File: config.mk
export PLATFORM = sky130hd
export DESIGN_NAME = bus_watchdog_shutdown
export DESIGN_NICKNAME = d
export VERILOG_FILES = /design/src/rtl/bwd_pkg.sv /design/src/rtl/bwd_scl_sync.sv /design/src/rtl/bwd_timeout.sv /design/src/rtl/bwd_ctrl_reg.sv /design/src/rtl/bwd_shutdown.sv /design/src/rtl/bus_watchdog_shutdown.sv
export SDC_FILE = /design/constraint.sdc
export NUM_CORES = 1
export LEC_CHECK = 0
export ABC_CLOCK_PERIOD_IN_PS = 4900
export BUFFER_PORTS_ARGS = -buffer_cell sky130_fd_sc_hd__buf_2
export CORE_UTILIZATION = 57
export DETAILED_ROUTE_END_ITERATION = 10
export GPL_ROUTABILITY_DRIVEN = 0
export GPL_TIMING_DRIVEN = 0
export PLACE_DENSITY = 0.84
export SLEW_MARGIN = 10
export SYNTH_ARGS = -nofsm -noshare
export SYNTH_HDL_FRONTEND = slang
export SYNTH_SLANG_ARGS = --single-unit
File: constraint.sdc
create_clock -name clk -period 4.9 [get_ports clk]
set_input_delay 0 -clock clk [delete_from_list [all_inputs] [get_ports clk]]
set_output_delay 0 -clock clk [all_outputs]
set_load 0.02 [all_outputs]
File: src/rtl/bwd_pkg.sv
package bwd_pkg;
    localparam int          CTRL_W    = 8;
    localparam int          DIS_W     = 4;
    localparam int          DIS_LSB   = 1;
    localparam int          FLAG_BIT  = 0;
    localparam logic [3:0]  MASK_CODE = 4'b1011;

    typedef struct packed {
        logic [DIS_W-1:0] dis;
        logic             flag;
    } ctrl_t;
endpackage

File: src/rtl/bwd_scl_sync.sv
module bwd_scl_sync #(
    parameter int STAGES = 2
) (
    input  logic clk,
    input  logic rst_n,
    input  logic scl_i,
    output logic kick_o
);
    typedef struct packed {
        logic [STAGES-1:0] chain;
        logic              last;
    } sync_state_t;

    sync_state_t st_d, st_q;

    if (STAGES < 2) begin : g_bad_stages
        $error("bwd_scl_sync needs at least two stages");
    end

    always_comb begin
        st_d       = st_q;
        st_d.chain = {st_q.chain[STAGES-2:0], scl_i};
        st_d.last  = st_q.chain[STAGES-1];
    end

    always_ff @(posedge clk) begin
        if (!rst_n) st_q <= '0;
        else        st_q <= st_d;
    end

    assign kick_o = st_q.chain[STAGES-1] ^ st_q.last;


    edge_seen_chk: assert property (@(posedge clk) disable iff (!rst_n)
        kick_o |=> (st_q.last != $past(st_q.last)));
endmodule

File: src/rtl/bwd_timeout.sv
module bwd_timeout #(
    parameter int LIMIT = 250_000_000
) (
    input  logic clk,
    input  logic rst_n,
    input  logic kick_i,
    output logic expire_o
);
    localparam int             CW     = $clog2(LIMIT + 1);
    localparam logic [CW-1:0]  LIM_C  = CW'(LIMIT);
    localparam logic [CW-1:0]  LIM_M1 = CW'(LIMIT - 1);

    typedef struct packed {
        logic [CW-1:0] cnt;
    } tmo_state_t;

    tmo_state_t st_d, st_q;

    always_comb begin
        st_d = st_q;
        if (kick_i)               st_d.cnt = '0;
        else if (st_q.cnt != LIM_C) st_d.cnt = st_q.cnt + 1'b1;
        expire_o = !kick_i && (st_q.cnt == LIM_M1);
    end

    always_ff @(posedge clk) begin
        if (!rst_n) st_q <= '0;
        else        st_q <= st_d;
    end


    kick_restart_chk: assert property (@(posedge clk) disable iff (!rst_n)
        kick_i |=> (st_q.cnt == '0));

    single_fire_chk: assert property (@(posedge clk) disable iff (!rst_n)
        expire_o |=> !expire_o);

    parked_hold_chk: assert property (@(posedge clk) disable iff (!rst_n)
        (st_q.cnt == LIM_C && !kick_i) |=> (st_q.cnt == LIM_C));
endmodule

File: src/rtl/bwd_ctrl_reg.sv
module bwd_ctrl_reg
    import bwd_pkg::*;
(
    input  logic              clk,
    input  logic              rst_n,
    input  logic              wr_en_i,
    input  logic [CTRL_W-1:0] wr_data_i,
    input  logic              set_i,
    output logic [CTRL_W-1:0] rd_data_o,
    output logic              masked_o
);
    ctrl_t st_d, st_q;
    logic  unused_hi;

    assign unused_hi = ^wr_data_i[CTRL_W-1:DIS_LSB+DIS_W];

    always_comb begin
        st_d = st_q;
        if (wr_en_i) begin
            st_d.dis = wr_data_i[DIS_LSB +: DIS_W];
            if (!wr_data_i[FLAG_BIT]) st_d.flag = 1'b0;
        end
        if (set_i) st_d.flag = 1'b1;
    end

    always_ff @(posedge clk) begin
        if (!rst_n) begin
            st_q.dis  <= MASK_CODE;
            st_q.flag <= 1'b0;
        end else begin
            st_q <= st_d;
        end
    end

    assign rd_data_o = {{(CTRL_W-DIS_W-1){1'b0}}, st_q.dis, st_q.flag};
    assign masked_o  = (st_q.dis == MASK_CODE);


    flag_set_chk: assert property (@(posedge clk) disable iff (!rst_n)
        set_i |=> st_q.flag);

    flag_keep_chk: assert property (@(posedge clk) disable iff (!rst_n)
        (wr_en_i && wr_data_i[FLAG_BIT] && !set_i) |=> (st_q.flag == $past(st_q.flag)));

    flag_clear_chk: assert property (@(posedge clk) disable iff (!rst_n)
        (wr_en_i && !wr_data_i[FLAG_BIT] && !set_i) |=> !st_q.flag);

    dis_load_chk: assert property (@(posedge clk) disable iff (!rst_n)
        wr_en_i |=> (st_q.dis == $past(wr_data_i[DIS_LSB +: DIS_W])));
endmodule

File: src/rtl/bwd_shutdown.sv
module bwd_shutdown #(
    parameter int NUM_PORTS = 4
) (
    input  logic                 clk,
    input  logic                 rst_n,
    input  logic                 expire_i,
    input  logic                 masked_i,
    input  logic [NUM_PORTS-1:0] en_cur_i,
    input  logic [NUM_PORTS-1:0] good_cur_i,
    output logic                 off_o,
    output logic                 clr_o,
    output logic [NUM_PORTS-1:0] en_set_o,
    output logic [NUM_PORTS-1:0] good_set_o,
    output logic [NUM_PORTS-1:0] en_upd_o,
    output logic [NUM_PORTS-1:0] good_upd_o
);
    typedef struct packed {
        logic                 off;
        logic                 clr;
        logic [NUM_PORTS-1:0] en_set;
        logic [NUM_PORTS-1:0] good_set;
        logic [NUM_PORTS-1:0] en_upd;
        logic [NUM_PORTS-1:0] good_upd;
    } sd_state_t;

    sd_state_t st_d, st_q;
    logic      fire;

    always_comb begin
        fire = expire_i && !masked_i;
        st_d = st_q;
        st_d.off = fire;
        st_d.clr = fire;
        for (int i = 0; i < NUM_PORTS; i++) begin
            st_d.en_set[i]   = fire & en_cur_i[i];
            st_d.good_set[i] = fire & good_cur_i[i];
            st_d.en_upd[i]   = ~fire & en_cur_i[i];
            st_d.good_upd[i] = ~fire & good_cur_i[i];
        end
    end

    always_ff @(posedge clk) begin
        if (!rst_n) st_q <= '0;
        else        st_q <= st_d;
    end

    assign off_o      = st_q.off;
    assign clr_o      = st_q.clr;
    assign en_set_o   = st_q.en_set;
    assign good_set_o = st_q.good_set;
    assign en_upd_o   = st_q.en_upd;
    assign good_upd_o = st_q.good_upd;


    one_cycle_off_chk: assert property (@(posedge clk) disable iff (!rst_n)
        off_o |=> !off_o);

    masked_quiet_chk: assert property (@(posedge clk) disable iff (!rst_n)
        (expire_i && masked_i) |=> (!off_o && !clr_o));

    chg_only_on_off_chk: assert property (@(posedge clk) disable iff (!rst_n)
        ((en_set_o | good_set_o) != '0) |-> off_o);

    status_forced_off_chk: assert property (@(posedge clk) disable iff (!rst_n)
        off_o |-> ((en_upd_o | good_upd_o) == '0));
endmodule

File: src/rtl/bus_watchdog_shutdown.sv
module bus_watchdog_shutdown
    import bwd_pkg::*;
#(
    parameter int NUM_PORTS   = 4,
    parameter int LIMIT       = 250_000_000,
    parameter int SYNC_STAGES = 2
) (
    input  logic                 clk,
    input  logic                 rst_n,
    input  logic                 scl_i,
    input  logic                 cfg_wr_en,
    input  logic [7:0]           cfg_wr_data,
    output logic [7:0]           cfg_rd_data,
    input  logic [NUM_PORTS-1:0] pwr_en_i,
    input  logic [NUM_PORTS-1:0] pwr_good_i,
    output logic                 ports_off_o,
    output logic                 evt_clear_o,
    output logic [NUM_PORTS-1:0] en_chg_set_o,
    output logic [NUM_PORTS-1:0] good_chg_set_o,
    output logic [NUM_PORTS-1:0] pwr_en_o,
    output logic [NUM_PORTS-1:0] pwr_good_o
);
    logic kick;
    logic expire;
    logic masked;

    bwd_scl_sync #(.STAGES(SYNC_STAGES)) u_sync (
        .clk    (clk),
        .rst_n  (rst_n),
        .scl_i  (scl_i),
        .kick_o (kick)
    );

    bwd_timeout #(.LIMIT(LIMIT)) u_tmo (
        .clk      (clk),
        .rst_n    (rst_n),
        .kick_i   (kick),
        .expire_o (expire)
    );

    bwd_ctrl_reg u_ctrl (
        .clk       (clk),
        .rst_n     (rst_n),
        .wr_en_i   (cfg_wr_en),
        .wr_data_i (cfg_wr_data),
        .set_i     (expire),
        .rd_data_o (cfg_rd_data),
        .masked_o  (masked)
    );

    bwd_shutdown #(.NUM_PORTS(NUM_PORTS)) u_sd (
        .clk        (clk),
        .rst_n      (rst_n),
        .expire_i   (expire),
        .masked_i   (masked),
        .en_cur_i   (pwr_en_i),
        .good_cur_i (pwr_good_i),
        .off_o      (ports_off_o),
        .clr_o      (evt_clear_o),
        .en_set_o   (en_chg_set_o),
        .good_set_o (good_chg_set_o),
        .en_upd_o   (pwr_en_o),
        .good_upd_o (pwr_good_o)
    );


    strobes_paired_chk: assert property (@(posedge clk) disable iff (!rst_n)
        ports_off_o == evt_clear_o);

    flag_with_off_chk: assert property (@(posedge clk) disable iff (!rst_n)
        ports_off_o |-> cfg_rd_data[FLAG_BIT]);
endmodule

Yosys cells after proc, flatten, opt, wreduce, memory -nomap -nowiden --
Cells that the tools add are included.
Operators by class: add/subtract/negate cells 1, reduce and logical (&&, ||, !) cells 7, bitwise operators 19, mux-type cells 3, equality and inequality tests 4
Operators by type and width (number):
- $add A28 B1 Y28 const B | 1
- $eq A28 B28 Y1 const B | 1
- $ne A28 B28 Y1 const B | 1
- $and A1 B1 Y1 | 16
- $eq A4 B4 Y1 const B | 1
- $mux W1 | 3
- $logic_and A1 B1 Y1 | 2
- $logic_not A1 Y1 | 2
- $ne A2 B1 Y1 const B | 1
- $not A1 Y1 | 2
- $reduce_and A2 Y1 | 1
- $reduce_bool A2 Y1 | 1
- $reduce_or A2 Y1 | 1
- $xor A1 B1 Y1 | 1
Storage, ports and cells: logic and storage cells 44, output and inout port bits 26, bits in registers 53, input bits 20

Logic depth before layout (Yosys ltp) --
depth after elaboration 6, depth in mapped cells 8, mapped depth without buffers 7

Cells and area by module --
A second synthesis with hierarchy kept.
Second synthesis, totals: cells, all modules 247, area total of the unflattened synthesis 2220.9 µm²
By module, submodules not included:
- bwd_timeout | cells each 170, seq. area each 560.5 µm², instances 1, area an instance 1418.9 µm²
- bwd_shutdown | cells each 48, seq. area each 340.3 µm², instances 1, area an instance 491.7 µm²
- bwd_ctrl_reg | cells each 22, seq. area each 100.1 µm², instances 1, area an instance 221.5 µm²
- bwd_scl_sync | cells each 7, seq. area each 60.1 µm², instances 1, area an instance 88.8 µm²

Least setup slack after synthesis --
Ideal clock, no wire load.
kind reg-to-reg, from register u_tmo.st_q[0] (netlist bit), to register u_tmo.st_q[2] (netlist bit), data required time 4.828 ns, path buffers 1, cell stages (with the launch flop) 9, setup time 0.072 ns, path slack 3.186 ns, period minus slack after synthesis 1.714 ns, arrival time 1.643 ns, path through dfxtp_1 inv_1 ha_1 nand2_1 nor4_1 and3_1 buf_2 or3b_2 a21oi_1
On the way: word-level cells in the longest chain between the ends 1, elaborated cells between the ends (all ways) 2, classes of those cells add/sub (1); eq/ne (1)
RTL lines:
- from (decl) | RTL line bwd_timeout.sv:17 | tmo_state_t st_d, st_q;
- from (signal assigned) | RTL line bwd_timeout.sv:28 | else st_q <= st_d;
- $add A28 B1 Y28 or $ne A28 B28 Y1 (tied branches) | RTL line bwd_timeout.sv:22 | else if (st_q.cnt != LIM_C) st_d.cnt = st_q.cnt + 1'b1;
Parallel ways exist; a longest one is shown, timed or not. A chain may end at the register's enable or synchronous reset.

Worst setup path in the final report --
from register u_tmo.st_q[1] (netlist bit), to register u_tmo.st_q[24] (netlist bit)
The elaborated chain is that of the path after synthesis.

==> results.yml <==
clocking:
  cts_buffers: 5
  cts_tree: "built"
  postCtsSetupBuffers: 0
  cts_max_level: 2
  insertion_delay_ns: 0.32
  cts_buffer_depth: 2
  path_clk_slew_ns: 0.11
  clock-sinks: 53
  clockRootBuffer: "clkbuf_8"
finish:
  finalInstanceArea_um2: 2680
  final_cell_count_no_fill: 347
  drive_above_1_share_pct: 21.1
  fin_nets: 320
  multi_input_area_um2: 1020
  area_delta_synth_final_pct: 23.0
  n_fill_cell: 268
  n_antenna_cell: 0
  seq_area_um2: 1060
timing:
  finalSetupViolCount: 0
  whs_ns: 0.126
  fmax_ghz: 0.508
  period_needed_ns: 1.97
  slew_headroom_pct: 66.9
  rsz0062_at_grt: "false"
  min_period_over_period_pct: 40.2
  hold_viol_final: 0
  worst_pin_slew_ns: 0.492
  finalSetupTns_ns: 0
  fin_worst_skew_ns: 0.00604
  layout_setup_ws_ns: 2.93
  slew_viol_final: 0
grt:
  first_global_vias: 1808
  grt_use_total_pct: 27.9
  antenna_found_initial: 0
  grt_pass1_wl_um: 8490
  grt_max_degree: 20
  overflow: 0
setup_path:
  cp.arrival_ns: 2.17
  reg2reg_depth: 5
  critPathKind: "flop to flop"
  required_ns: 5.11
  start_kind: "flop"
  r2r_end: "u_tmo.st_q[24]$_SDFFE_PP0P_"
  critical_path.endpoint: "u_tmo.st_q[24]$_SDFFE_PP0P_"
  cp-startpoint: "u_tmo.st_q[1]$_SDFFE_PP0P_"
  reg2reg_from: "u_tmo.st_q[1]$_SDFFE_PP0P_"
  path_max_fanout: 8
  end_kind: "flop"
  rrSetupSlack_ns: 2.93
power:
  p_per_area_nw_per_um2: 290
  cellInternalPower_uw: 573
  swShare_pct: 26.3
  clkPwrFrac_pct: 34.6
  vdd_drop_max_uv: 234
  comb_power_share_pct: 7.8
  p_leak_uw: 0.00110
  p_sw_uw: 204
  seqPwrFrac_pct: 57.6
floorplan:
  die_h_um: 63.8
  core_um2: 3660
  fp-row-count: 22
  start_util_pct: 59.5
  ios: 46
  dieWidth_um: 63.8
  die-area_um2: 4070
logic_synthesis:
  synthAdderAreaFrac_pct: 1.15
  netlist_instances: 237
  synth_commonest_cells: "dfxtp_1 (53), nor2_1 (42), nand2_1 (22)"
  seq_area_frac_synth_pct: 48.7
  ys_types: 38
  synth.largest_area_cell: "dfxtp_1"
  yosysWarningCount: 0
  synth-simple-area-share_pct: 29.4
  yosysMostFrequentCell: "dfxtp_1"
  synth.area.top_cells: "dfxtp_1 (49%), nor2_1 (7.2%), xnor2_1 (5.6%)"
  synth_compound_area_share_pct: 3.96
  async_flop_share_pct: 0
  synth_top_family_by_area: "simple AND/OR/NAND/NOR gates"
  synth_edf_count: 0
  yosysTopAreaCellShare_pct: 48.7
  synth_seq_cells: 53
  post_synth_xor_area_fraction_pct: 9.65
  synth.avg_cell_area_um2: 9.19
  synth_area_um2: 2180
  synth-main-ff-cell: "dfxtp_1"
  muxShareOfSynthArea_pct: 2.30
routing:
  vias_per_cell: 5.33
  drt-pass1-iter-count: 4
  ant_nets: 0
  drt-total-wl_um: 5130
  drc_errors: 0
  drt_iter0_drc: 107
  wl_per_cell_um: 14.8
  vias: 1850
place:
  dp.cells: 324
  placed_area_um2: 2430
  hpwl_um: 3050
  io_buffers: 37
  place_ws_ns: 2.97
run_status:
  status: "completed"
run:
  max-cap-violations: 0
hold_path:
  holdPathStages: 3
  holdCritPathClass: "input port to flop"
==> layer usage <==
| metal | track usage, % | part of all wire, % |
|---|---|---|
| met1 | 30.8 | 40 |
| met3 | 5.89 | 5.5 |
| met2 | 50.7 | 52 |
| met5 | 0 | 0 |
| met4 | 12.8 | 2.8 |
==> cell usage in the layout (no fill, tap or decap), types with 2 or more instances in the layout <==
master,n
a21oi_1,4
and2_1,4
and3_1,7
and3_2,3
and4_1,2
buf_2,38
buf_4,6
clkbuf_1,5
clkbuf_8,5
conb_1,3
dfxtp_1,53
dlygate4sd3_1,15
ha_1,2
inv_1,6
mux2i_1,5
nand2_1,22
nand3_1,10
nand4_1,6
nor2_1,42
nor3_1,5
nor4_1,6
o21ai_0,4
or3_1,4
xnor2_1,14
xor2_1,10
==> power groups by stage <==
stage               Sequential (µW)  Clock (µW)  Combinational (µW)
floorplan                       463           0                25.0
global placement                457           0                46.8
detailed placement              457           0                47.8
CTS                             447         268                57.2
global route                    449         289                64.7
finish                          448         269                60.3
==> cells by family after synthesis <==
kind of cell / after synthesis
AND/OR/NAND/NOR: 122
flip-flops: 53
XOR/XNOR: 24
buffers and inverters: 19
AO/OA/AOI/OAI: 11
multiplexers: 5
adder cells (fa/ha/maj): 2
other: 1
==> critical path, stage by stage, from the launching register on <==
cell and delay, ns:
dfxtp_1 0.52, ha_1 0.39, nand3_1 0.30, nor4_1 0.42, xnor2_1 0.17, nor2_1 0.06
==> sequential cells by signal, indices dropped and copies added (netlist names) <==
name	count
u_sd.en_upd_o	4
u_ctrl.rd_data_o	5
u_sync.st_q	1
u_sd.good_set_o	4
u_sd.good_upd_o	4
u_sync.st_d	2
u_tmo.st_q	28
u_sd.off_o	1
u_sd.en_set_o	4
==> worst min path at each step <==
stage	slack, ns	startpoint	end
final	0.13	cfg_wr_data[0]	u_ctrl.rd_data_o[0]$_SDFFE_PN0P_
after global placement	0.21	scl_i	u_sync.st_d[2]$_SDFF_PN0_
after floorplan	0.13	scl_i	u_sync.st_d[2]$_SDFF_PN0_
after global routing	0.15	cfg_wr_en	u_ctrl.rd_data_o[2]$_SDFFE_PN1P_
after detailed placement	0.21	scl_i	u_sync.st_d[2]$_SDFF_PN0_
after CTS	0.01	cfg_wr_data[0]	u_ctrl.rd_data_o[0]$_SDFFE_PN0P_
==> cell type report <==
cell class	count	area share, %
Inverter	6	0.841
Multi-Input combinational cell	167	38.2
Clock buffer	5	2.57
Buffer	13	2.99
Sequential cell	53	39.6
Tap cell	48	2.24
Clock inverter	3	1.07
Timing Repair Buffer	52	12.5
==> what timing repair did <==
item	in CTS	in global routing
hold buffers	15	0
resized for setup	0	0
endpoints found under the hold margin	25	0
==> metrics by stage <==
stage          util [%]  total power (µW)
3_5_place_dp       66.4               505
2_1_floorplan         -               488
4_1_cts            73.2               772
5_1_grt            73.2               803
6_report           73.2               777
3_3_place_gp       66.4               504
Power figures use the tool's default switching activity.
